==> src/rtl/chg_pkg.sv <==
package chg_pkg;

    typedef enum logic [1:0] {
        ST_OFF  = 2'd0,
        ST_ON   = 2'd1,
        ST_COOL = 2'd2,
        ST_LOCK = 2'd3
    } chan_st_e;

    localparam logic [1:0] DG_OK    = 2'b11;
    localparam logic [1:0] DG_OVER  = 2'b10;
    localparam logic [1:0] DG_OPEN  = 2'b01;
    localparam logic [1:0] DG_SHORT = 2'b00;

endpackage

==> src/rtl/chg_run_ctr.sv <==
// Counts consecutive cycles of a condition and saturates at all ones.
module chg_run_ctr #(
    parameter int W = 8
) (
    input  logic         clk,
    input  logic         rst_n,
    input  logic         restart,
    input  logic         active,
    output logic [W-1:0] run
);

    always_ff @(posedge clk or negedge rst_n) begin
        if (!rst_n) begin
            run <= '0;
        end else if (restart || !active) begin
            run <= '0;
        end else if (run != {W{1'b1}}) begin
            run <= run + 1'b1;
        end
    end

endmodule

==> src/rtl/chg_chan.sv <==
module chg_chan
    import chg_pkg::*;
#(
    parameter int FILT_CYC = 20000,
    parameter int OFF_CYC  = 6000
) (
    input  logic       clk,
    input  logic       rst_n,
    input  logic       req,
    input  logic       cl,
    input  logic       ot,
    input  logic       ol,
    input  logic       sg,
    input  logic       ovl_hold,
    input  logic       ovt_hold,
    input  logic       clr,
    output logic       gate,
    output logic [1:0] code
);

    localparam int TOP_CYC = (FILT_CYC > OFF_CYC) ? FILT_CYC : OFF_CYC;
    localparam int CW      = $clog2(TOP_CYC + 2);
    localparam logic [CW-1:0] FILT_V = CW'(FILT_CYC);
    localparam logic [CW-1:0] OFF_V  = CW'(OFF_CYC);

    chan_st_e    st, st_nx;
    logic [1:0]  code_nx;
    logic [CW-1:0] cl_run, off_run;
    logic        on_now;
    logic        cl_cond, off_cond;
    logic        ot_trip, ovl_trip, cl_report, off_report;

    assign on_now   = (st == ST_ON);
    assign cl_cond  = on_now && cl;
    assign off_cond = !on_now && (ol || sg);

    chg_run_ctr #(.W(CW)) u_cl_run (
        .clk     (clk),
        .rst_n   (rst_n),
        .restart (clr),
        .active  (cl_cond),
        .run     (cl_run)
    );

    chg_run_ctr #(.W(CW)) u_off_run (
        .clk     (clk),
        .rst_n   (rst_n),
        .restart (clr),
        .active  (off_cond),
        .run     (off_run)
    );

    assign ot_trip    = on_now && req && ot;
    assign ovl_trip   = on_now && req && !ot && ovl_hold && cl && (cl_run == OFF_V);
    assign cl_report  = cl_cond && (cl_run == FILT_V);
    assign off_report = off_cond && (off_run == FILT_V);

    // state register (the latched code is held alongside it)
    always_ff @(posedge clk or negedge rst_n) begin
        if (!rst_n) begin
            st   <= ST_OFF;
            code <= DG_OK;
        end else begin
            st   <= st_nx;
            code <= code_nx;
        end
    end

    // transitions
    always_comb begin
        st_nx = st;
        unique case (st)
            ST_OFF:  if (req) st_nx = ST_ON;
            ST_ON: begin
                if (!req)          st_nx = ST_OFF;
                else if (ot)       st_nx = ovt_hold ? ST_LOCK : ST_COOL;
                else if (ovl_trip) st_nx = ST_LOCK;
            end
            ST_COOL: begin
                if (!req)     st_nx = ST_OFF;
                else if (!ot) st_nx = ST_ON;
            end
            ST_LOCK: if (!req) st_nx = ST_OFF;
            default: st_nx = ST_OFF;
        endcase
    end

    // outputs and diagnosis update; events win over the clear strobe
    always_comb begin
        gate    = on_now;
        code_nx = code;
        if (clr)                          code_nx = DG_OK;
        if (ot_trip || ovl_trip || cl_report) code_nx = DG_OVER;
        else if (off_report)              code_nx = sg ? DG_SHORT : DG_OPEN;
    end

endmodule

==> src/rtl/chg_top.sv <==
module chg_top
    import chg_pkg::*;
#(
    parameter int NCH      = 8,
    parameter int FILT_CYC = 20000,
    parameter int OFF_CYC  = 6000
) (
    input  logic             clk,
    input  logic             rst_n,
    input  logic [NCH-1:0]   req,
    input  logic [NCH-1:0]   cl_flag,
    input  logic [NCH-1:0]   ot_flag,
    input  logic [NCH-1:0]   ol_flag,
    input  logic [NCH-1:0]   sg_flag,
    input  logic [NCH-1:0]   ovl_latch,
    input  logic [NCH-1:0]   ovt_latch,
    input  logic             frame_ok,
    output logic [NCH-1:0]   gate_en,
    output logic [2*NCH-1:0] diag_word,
    output logic             fault_n
);

    localparam int DW = 2 * NCH;

    logic [NCH-1:0] ch_ok;

    for (genvar i = 0; i < NCH; i++) begin : g_ch
        logic [1:0] c;
        chg_chan #(
            .FILT_CYC (FILT_CYC),
            .OFF_CYC  (OFF_CYC)
        ) u_chan (
            .clk      (clk),
            .rst_n    (rst_n),
            .req      (req[i]),
            .cl       (cl_flag[i]),
            .ot       (ot_flag[i]),
            .ol       (ol_flag[i]),
            .sg       (sg_flag[i]),
            .ovl_hold (ovl_latch[i]),
            .ovt_hold (ovt_latch[i]),
            .clr      (frame_ok),
            .gate     (gate_en[i]),
            .code     (c)
        );
        assign diag_word[2*i +: 2] = c;
        assign ch_ok[i]            = (c == DG_OK);
    end

    assign fault_n = &ch_ok;

    logic [DW-1:0] unused_w;
    assign unused_w = diag_word;

endmodule

==> config.mk <==
export PLATFORM = sky130hd
export DESIGN_NAME = chg_top
export DESIGN_NICKNAME = d
export VERILOG_FILES = /design/src/rtl/chg_pkg.sv /design/src/rtl/chg_run_ctr.sv /design/src/rtl/chg_chan.sv /design/src/rtl/chg_top.sv
export SDC_FILE = /design/constraint.sdc
export NUM_CORES = 1
export LEC_CHECK = 0
export ABC_CLOCK_PERIOD_IN_PS = 2100
export CORE_UTILIZATION = 25
export DETAILED_ROUTE_END_ITERATION = 6
export PLACE_DENSITY = 0.4
export SYNTH_ARGS = -nofsm -noshare
export SYNTH_HDL_FRONTEND = slang
export SYNTH_SLANG_ARGS = --single-unit
==> constraint.sdc <==
create_clock -name clk -period 2.1 [get_ports clk]
set_input_delay 0.21 -clock clk [delete_from_list [all_inputs] [get_ports clk]]
set_output_delay 0.21 -clock clk [all_outputs]
set_load 0.01 [all_outputs]
### Word level (Yosys, flattened, before mapping)

Cells that the tools add are included.

* multiply operators: 0
* shift-type cells: 0
* $add $sub $neg: 16
* multiplexer cells: 129
* divide/modulo/power cells: 0
* bitwise operators: 0
* eq/ne operators: 104
* $lt $le $gt $ge: 0
* reductions and logical operators: 193

Operators by type and width (count)
* $mux 15: 32
* $add 15x1->15 const B: 16
* $eq 15x15->1 const B: 16
* $ne 15x15->1 const B: 16
* $mux 2: 73
* $eq 15x13->1 const B: 8
* $logic_and 1x1->1: 80
* $pmux 2 s4: 8
* $eq 2x2->1 const B: 24
* $logic_or 1x1->1: 40
* $logic_not 1->1: 32
* $ne 2x2->1 const B: 16
* $ne 4x4->1 const B: 8
* $reduce_and 4->1: 8
* $reduce_bool 2->1: 16
* $ne 3x3->1 const B: 8
* $reduce_bool 3->1: 8
* $eq 2x1->1 const B: 8
* $logic_not 2->1: 8
* $mux 1: 16
* $reduce_and 8->1: 1

* memories: 0
* bits of input ports: 59
* logic and storage cells: 474
* memory bits (writable): 0
* bits in registers: 272
* ROM bits: 0
* output and inout port bits: 25
* latch bits: 0

### Longest topological paths before layout

Gate-level depths: netlist of the first run.

* depth after elaboration: 10
* gate-level depth with buffers: 8
* mapped depth without buffers: 7

### Hierarchy

From an unflattened synthesis of the first run, not the netlist that was laid out.

* cell total of the unflattened synthesis: 1803
* area total of the unflattened synthesis: 16688.5 µm²

By module, submodules not included
* chg_run_ctr (g_ch[0].u_chan.u_cl_run ...): cells each 93, instances 15, sequential area each 375.4 µm², area an instance 867.1 µm²
* chg_chan (g_ch[1].u_chan ...): cells each 39, instances 7, sequential area each 102.6 µm², area an instance 349.1 µm²
* chg_run_ctr (g_ch[7].u_chan.u_off_run): cells each 92, instances 1, sequential area each 375.4 µm², area an instance 870.8 µm²
* chg_chan (g_ch[0].u_chan): cells each 38, instances 1, sequential area each 102.6 µm², area an instance 330.3 µm²
* chg_top: cells each 5, instances 1, sequential area each 0.0 µm², area an instance 37.5 µm²

### Worst setup path before layout of the first run

Ideal clock, no wire load.

* kind: register to register
* start: reg g_ch[6].u_chan.u_off_run.run[0]
* end: reg g_ch[6].u_chan.u_off_run.run[5]
* period minus slack after synthesis: 1.946 ns
* buffers on the path: 1
* arrival: 1.868 ns
* setup slack: 0.154 ns
* required time: 2.022 ns
* setup time: 0.078 ns
* stages on the path, launching flop included: 8
* cell sequence: dfrtp_1 ha_1 and3_1 and4_1 clkbuf_1 and3_1 or3_1 a21oi_1

* cells in the longest elaborated chain, start to end: 3
* elaborated cells on any way between the ends: 5
* those cells by class: add/sub: 1; eq/ne: 1; mux: 2; reduce/logical: 1

RTL lines
* start: declaration: RTL line chg_run_ctr.sv:9 `output logic [W-1:0] run`
* start signal: assignment: RTL line chg_run_ctr.sv:18 `run <= run + 1'b1;`
* $add 15x1->15: RTL line chg_run_ctr.sv:18
* $mux 15: RTL line chg_run_ctr.sv:17 `end else if (run != {W{1'b1}}) begin`
* $mux 15: RTL line chg_run_ctr.sv:15 `end else if (restart || !active) begin`

Parallel ways exist; a longest one is shown, timed or not. The select of a mux whose other input is x is not followed.
A chain may end at the register's enable or synchronous reset.

### Worst setup path after layout of the first run

* start: reg g_ch[7].u_chan.code[1]
* end: out fault_n

* cells in the longest elaborated chain, start to end: 2

RTL lines
* start: declaration: RTL line chg_chan.sv:18 `output logic [1:0] code`
* start signal: assignment: RTL line chg_chan.sv:65 `code <= code_nx;`
* $eq 2x2->1: RTL line chg_top.sv:47 `assign ch_ok[i] = (c == DG_OK);`
* $reduce_and 8->1: RTL line chg_top.sv:50 `assign fault_n = &ch_ok;`
* end: declaration: RTL line chg_top.sv:20 `output logic fault_n`

Every way passes these cells.

==> key figures, run 1 <==
Worst setup path
  • Reg2reg end: g_ch[6].u_chan.u_off_run.run[5]
  • CP Class: reg -> out
  • Worst setup path startpoint: g_ch[7].u_chan.code[1]
  • Reg-to-Reg Start: g_ch[6].u_chan.u_off_run.run[0]
  • Crit path capture type: primary output
  • Critical Path AT: 1.87 ns
  • Critical Path Start Type: flip-flop
  • Critical path data required time: 1.89 ns
  • Worst reg-to-reg path cell count: 6
  • Reg2Reg Setup Slack: 0.15 ns
  • Critical path fanouts, max: 3

Synthesis
  • #FFs+latches synth: 272
  • Cells after Synth: 1,677
  • Sequential fraction of the synthesis area: 0.450
  • Post-Synthesis Net Count: 1,768
  • Mapped cell area: 0.0152 mm2
  • Largest family of logic cells by synthesized area: simple AND/OR/NAND/NOR gates
  • Ys Warns: 0
  • Synth async-reset ratio: 1.00
  • Post-synthesis simple-gate area fraction: 0.293
  • Avg Cell Area, Syn: 9.04 um2
  • Unique masters post-synth: 73
  • Xor/xnor share of the synthesized area: 0.0792
  • Dominant synthesized flop cell: dfrtp_1
  • Synth Area in Adders: 0.0264
  • Post-synth EDFFs: 0
  • Synth Area in Compound Gates: 0.119
  • Mux cell area share after synthesis: 0.00198

Timing
  • Min Tclk post-route: 2.08 ns
  • Post-route worst setup slack: 0.0243 ns
  • Slew Limit Fails: 0
  • RSZ-0062 raised after global routing: true
  • Skew final: 0.0153 ns
  • F_max: 482 MHz
  • Final Setup Violations: 0
  • Final Hold Viols: 0
  • Slew @ Worst Pin: 0.569 ns
  • Period utilization: 0.988
  • Rel. slew slack: 0.611

Cells and area
  • Most frequent cells in the layout: dfrtp_1 (256), nor2_1 (244), nand2_1 (128), xnor2_1 (97), nand3_1 (94)
  • Nets: 1,938
  • Layout cells sized above 1: 0.117
  • Final Util: 0.317
  • Layout overhead on the synthesized area: 24.3%
  • Fillers: 6,259
  • Antenna cells: 0
  • Most common cell after layout, fill and taps aside: dfrtp_1

Run status
  • Status: finished, final reports clean

CTS
  • Root Driver: clkbuf_16
  • Sink Count: 272
  • Clock Path Buffers: 3
  • Skew-Pair Late Insertion Delay: 0.55 ns
  • CTS Buf Count: 37
  • TritonCTS clock tree: built
  • H-Tree Level Count: 2
  • Worst-path clk slew: 0.05 ns

Pwr
  • Cell Pwr Density: 678 mW/mm2
  • Leakage: 7.21 nW
  • Maximum vdd drop: 0.438 mV

Global routing
  • Initial antenna violation count: 0
  • First-pass GRT wire length: 68,000 um
  • Grt total ovfl: 0
  • Gr usage total: 0.136
  • Vias in the first global route: 12,800
  • Largest net degree at the start of global routing: 54

Drt
  • Routed Wire Length: 40,900 um
  • Drt initial violations: 444
  • Drt first pass iters: 5
  • Post-DRT Antenna Nets: 0
  • DRC viols: 0
  • Via count: 12,900
  • Routed len/inst: 15.5 um
  • DR vias/cell: 4.87

Floorplanning
  • DIE HEIGHT: 248 um
  • I/O pin count: 84
  • # rows: 89
  • Die area: 0.0616 mm2
  • Die width: 248 um
  • CORE AREA: 0.0595 mm2
  • Starting Density: 0.255

Flow run
  • Max cap viols: 0

Placement
  • HPWL after DPL: 29,200 um
  • Number of I/O port buffers: 83
  • Dpl ws: -0.0258 ns
  • GPL Wtd Cong: 0.793

Min path
  • HP Class: in -> async
-- metrics by stage --
| step | total power, mW | hold slack, ns | std cells | TNS (ns) | instance area, um2 |
|---|---|---|---|---|---|
| 2_1_floorplan | 5.78 | -0.0856 | 1677 | 0 | 15200 |
| 3_3_place_gp | 6.30 | 0.190 | 2576 | 0 | 17500 |
| 3_5_place_dp | 6.30 | 0.188 | 2576 | -0.0258 | 17500 |
| 4_1_cts | 13.1 | 0.162 | 2645 | -0.0506 | 18800 |
| 5_1_grt | 13.4 | 0.184 | 2649 | -0.0332 | 18800 |
| 6_report | 12.8 | 0.203 | 2649 | 0 | 18800 |
-- how the worst max path moves through the flow --
stage	endpoint	depth (start not counted)	slack, ns
finish	fault_n	3	0.02
global route	fault_n	3	-0.03
CTS	fault_n	3	-0.05
detailed placement	fault_n	3	-0.03
global placement	fault_n	3	0.006
floorplan	g_ch[6].u_chan.u_off_run.run[5]	7	0.15
-- logic make-up (layout without fill, tap and decap cells) --
logic type      after synthesis  count (layout)
simple gates                838             838
compound gates              286             286
flops                       272             272
xor+xnor                    137             137
buf+inv                     109             308
fa+ha+maj                    32              32
mux                           3               3
-- synthesized netlist by cell type (12+ instances only) --
| cell | n | area, um2 |
|---|---|---|
| ha_1 | 32 | 400 |
| nand2_1 | 128 | 480 |
| nor4_1 | 36 | 225 |
| nor3_1 | 66 | 330 |
| a21oi_1 | 63 | 315 |
| o21ai_0 | 85 | 425 |
| or3_1 | 23 | 144 |
| dfstp_2 | 16 | 420 |
| xor2_1 | 40 | 350 |
| nand3_1 | 94 | 470 |
| dfrtp_1 | 256 | 6410 |
| a211oi_1 | 19 | 143 |
| inv_1 | 58 | 218 |
| nand4_1 | 58 | 363 |
| clkbuf_1 | 36 | 135 |
| nand3b_1 | 12 | 90.1 |
| nand2b_1 | 23 | 144 |
| and4_1 | 25 | 219 |
| xnor2_1 | 97 | 850 |
| nor2_1 | 244 | 916 |
| a31oi_1 | 38 | 238 |
| nor4b_1 | 17 | 149 |
| and3_1 | 33 | 206 |
-- critical path: stages, from the launching register on --
cell and delay (ns):
dfstp_2 0.57, nand4_1 0.23, nor4_4 0.33, buf_2 0.19
-- per-layer routing --
metal  track usage  part of all wire
met1         0.190              0.50
met2         0.212              0.44
met3        0.0245             0.042
met4        0.0407             0.020
met5             0                 0
-- flip-flops by register name (all words and copies together), names as in the netlist --
signal	count
g_ch.u_chan.u_off_run.run	120
g_ch.u_chan.st	16
g_ch.u_chan.code	16
g_ch.u_chan.u_cl_run.run	120
-- cell type report --
cell class / count / area [um2] / area share
Clock inverter: 13 / 144 / 0.00764
Timing Repair Buffer: 180 / 1620 / 0.0859
Multi-Input combinational cell: 1296 / 7930 / 0.421
Clock buffer: 55 / 1130 / 0.0598
Tap cell: 773 / 967 / 0.0513
Inverter: 60 / 225 / 0.0120
Sequential cell: 272 / 6830 / 0.362
-- report_power, final --
group	internal (mW)	total [mW]	switching, mW
logic	0.347	0.816	0.469
registers	5.32	5.38	0.0662
clock network	4.08	6.58	2.50
-- repair_timing --
item | CTS | global route
buffers inserted | 0 | 4
endpoints found under the hold margin | 72 | 0
pin swaps | 3 | 4
endpoints found under the setup margin | 9 | 7
resized for setup | 20 | 5
hold buffers | 1 | 0
(Power assumes the default switching activity.)
==> run 2, diff against run 1 <==
Settings changed: CORE_UTILIZATION 25 to 47, PLACE_DENSITY 0.4 to 0.67.
==> key figures, run 2 (synthesized netlist as in run 1, its figures left out) <==
Timing
  • Post-route worst setup slack: 0.0467 ns
  • Rel. slew slack: 0.563
  • Period utilization: 0.978
  • Min Tclk post-route: 2.05 ns
  • Hold slack final: 0.0512 ns
  • Skew final: 0.0210 ns
  • Slew Limit Fails: 0
  • F_max: 487 MHz
  • Setup TNS: 0 ns
  • Final Hold Viols: 0
  • Final Setup Violations: 0
  • Slew @ Worst Pin: 0.650 ns

Drt
  • Routed Wire Length: 35,300 um
  • Post-DRT Antenna Nets: 0
  • DRC viols: 0
  • Drt initial violations: 987
  • Via count: 12,900
  • DR vias/cell: 5.77
  • Drt first pass iters: 5
  • Routed len/inst: 15.8 um

Floorplanning
  • Starting Density: 0.479
  • DIE HEIGHT: 182 um
  • I/O pin count: 84
  • Die area: 0.0330 mm2
  • CORE AREA: 0.0316 mm2
  • # rows: 65
  • Die width: 182 um

Worst setup path
  • Reg2Reg Setup Slack: 0.13 ns
  • Critical-path cell list: nand2b_2 -> inv_1 -> clkdlybuf4s50_1
  • Critical path fanouts, max: 4
  • CP Class: reg -> out
  • Critical Path Start Type: flip-flop
  • Critical Path AT: 1.84 ns
  • Worst path slowest cell: clkdlybuf4s50_1
  • CP max stage delay: 0.54 ns
  • Crit path capture type: primary output
  • Critical path data required time: 1.89 ns

Global routing
  • Vias in the first global route: 12,500
  • Largest net degree at the start of global routing: 64
  • Grt total ovfl: 0
  • First-pass GRT wire length: 61,300 um
  • Gr usage total: 0.221
  • Initial antenna violation count: 0

Pwr
  • Cell Pwr Density: 650 mW/mm2
  • Leakage: 6.89 nW
  • Pwr Total: 11.6 mW
  • Maximum vdd drop: 0.694 mV

CTS
  • CTS Buf Count: 31
  • Worst-path clk slew: 0.06 ns
  • Root Driver: clkbuf_16
  • Sink Count: 272
  • H-Tree Level Count: 1
  • Skew-Pair Late Insertion Delay: 0.58 ns
  • Clock Path Buffers: 3
  • TritonCTS clock tree: built

Cells and area
  • Most frequent cells in the layout: dfrtp_1 (256), nor2_1 (244), nand2_1 (128), xnor2_1 (97), nand3_1 (94)
  • Largest regs: g_ch.u_chan.u_cl_run.run: 120 flops, g_ch.u_chan.u_off_run.run: 120 flops
  • Post-route cell area: 0.0179 mm2
  • Layout overhead on the synthesized area: 17.9%
  • Most common cell after layout, fill and taps aside: dfrtp_1
  • Layout cells sized above 1: 0.0962
  • Nets: 1,895
  • Antenna cells: 0

Placement
  • HPWL after DPL: 25,100 um
  • GPL Wtd Cong: 0.882
  • Placed cell areas: 0.0167 mm2
  • Number of I/O port buffers: 83
  • Dpl ws: -0.0425 ns

Run status
  • Status: finished, final reports clean

Min path
  • HP Class: in -> reg

Flow run
  • Max cap viols: 0
==> run 2: worst paths after layout <==
path / from / cells past startpoint / end
max in group asynchronous: rst_n / 3 / g_ch[5].u_chan.code[1]
min reg2reg: g_ch[3].u_chan.u_off_run.run[6] / 1 / g_ch[3].u_chan.u_off_run.run[6]
max: g_ch[4].u_chan.st[1] / 3 / gate_en[4]
min in group asynchronous: rst_n / 2 / g_ch[0].u_chan.u_cl_run.run[6]
max reg2reg: g_ch[6].u_chan.st[1] / 6 / g_ch[6].u_chan.u_cl_run.run[1]
min: frame_ok / 3 / g_ch[1].u_chan.code[1]
==> run 2: worst max-delay path: cells and delay by family (launching register included) <==
kind | cells | cell delay (ns)
buf+inv | 2 | 0.63
simple gates | 1 | 0.23
flops | 1 | 0.40
==> run 2: area by class of cell <==
| cell class | instances | area, um2 |
|---|---|---|
| repair buffers | 143 | 1330 |
| inverters | 60 | 226 |
| flip-flops and latches | 272 | 6830 |
| clock buffers | 41 | 883 |
| clock inverters | 17 | 165 |
| fillers | 2807 | 13800 |
| multi-input cells | 1296 | 7930 |
| well taps | 402 | 503 |
==> run 2: report_power, final <==
group          switching [mW]  internal [mW]  total [mW]
registers              0.0697           5.31        5.38
logic                   0.431          0.324       0.755
clock network            2.25           3.21        5.46
total                    2.75           8.85        11.6
==> run 2: stage by stage <==
step	instances	utilization
global placement	2171	0.529
global route	2231	0.565
finish	2231	0.565
floorplan	1677	-
CTS	2231	0.563
detailed placement	2171	0.529
==> run 2: timing repair <==
action                                  4_1_cts  5_1_grt
pin swaps                                     1        1
buffers inserted                              1        0
endpoints found under the hold margin        57        0
resized for setup                            10       10
endpoints found under the setup margin        6       10
hold buffers                                  1        0
==> run 2: layer usage <==
metal  global-route usage  wire length, um  up-vias
li1                     -                -     6318
met1                0.312            16700     6250
met2                0.352            16100      257
met3               0.0359             1630       59
met4               0.0586              887        0
met5                    0                0        -
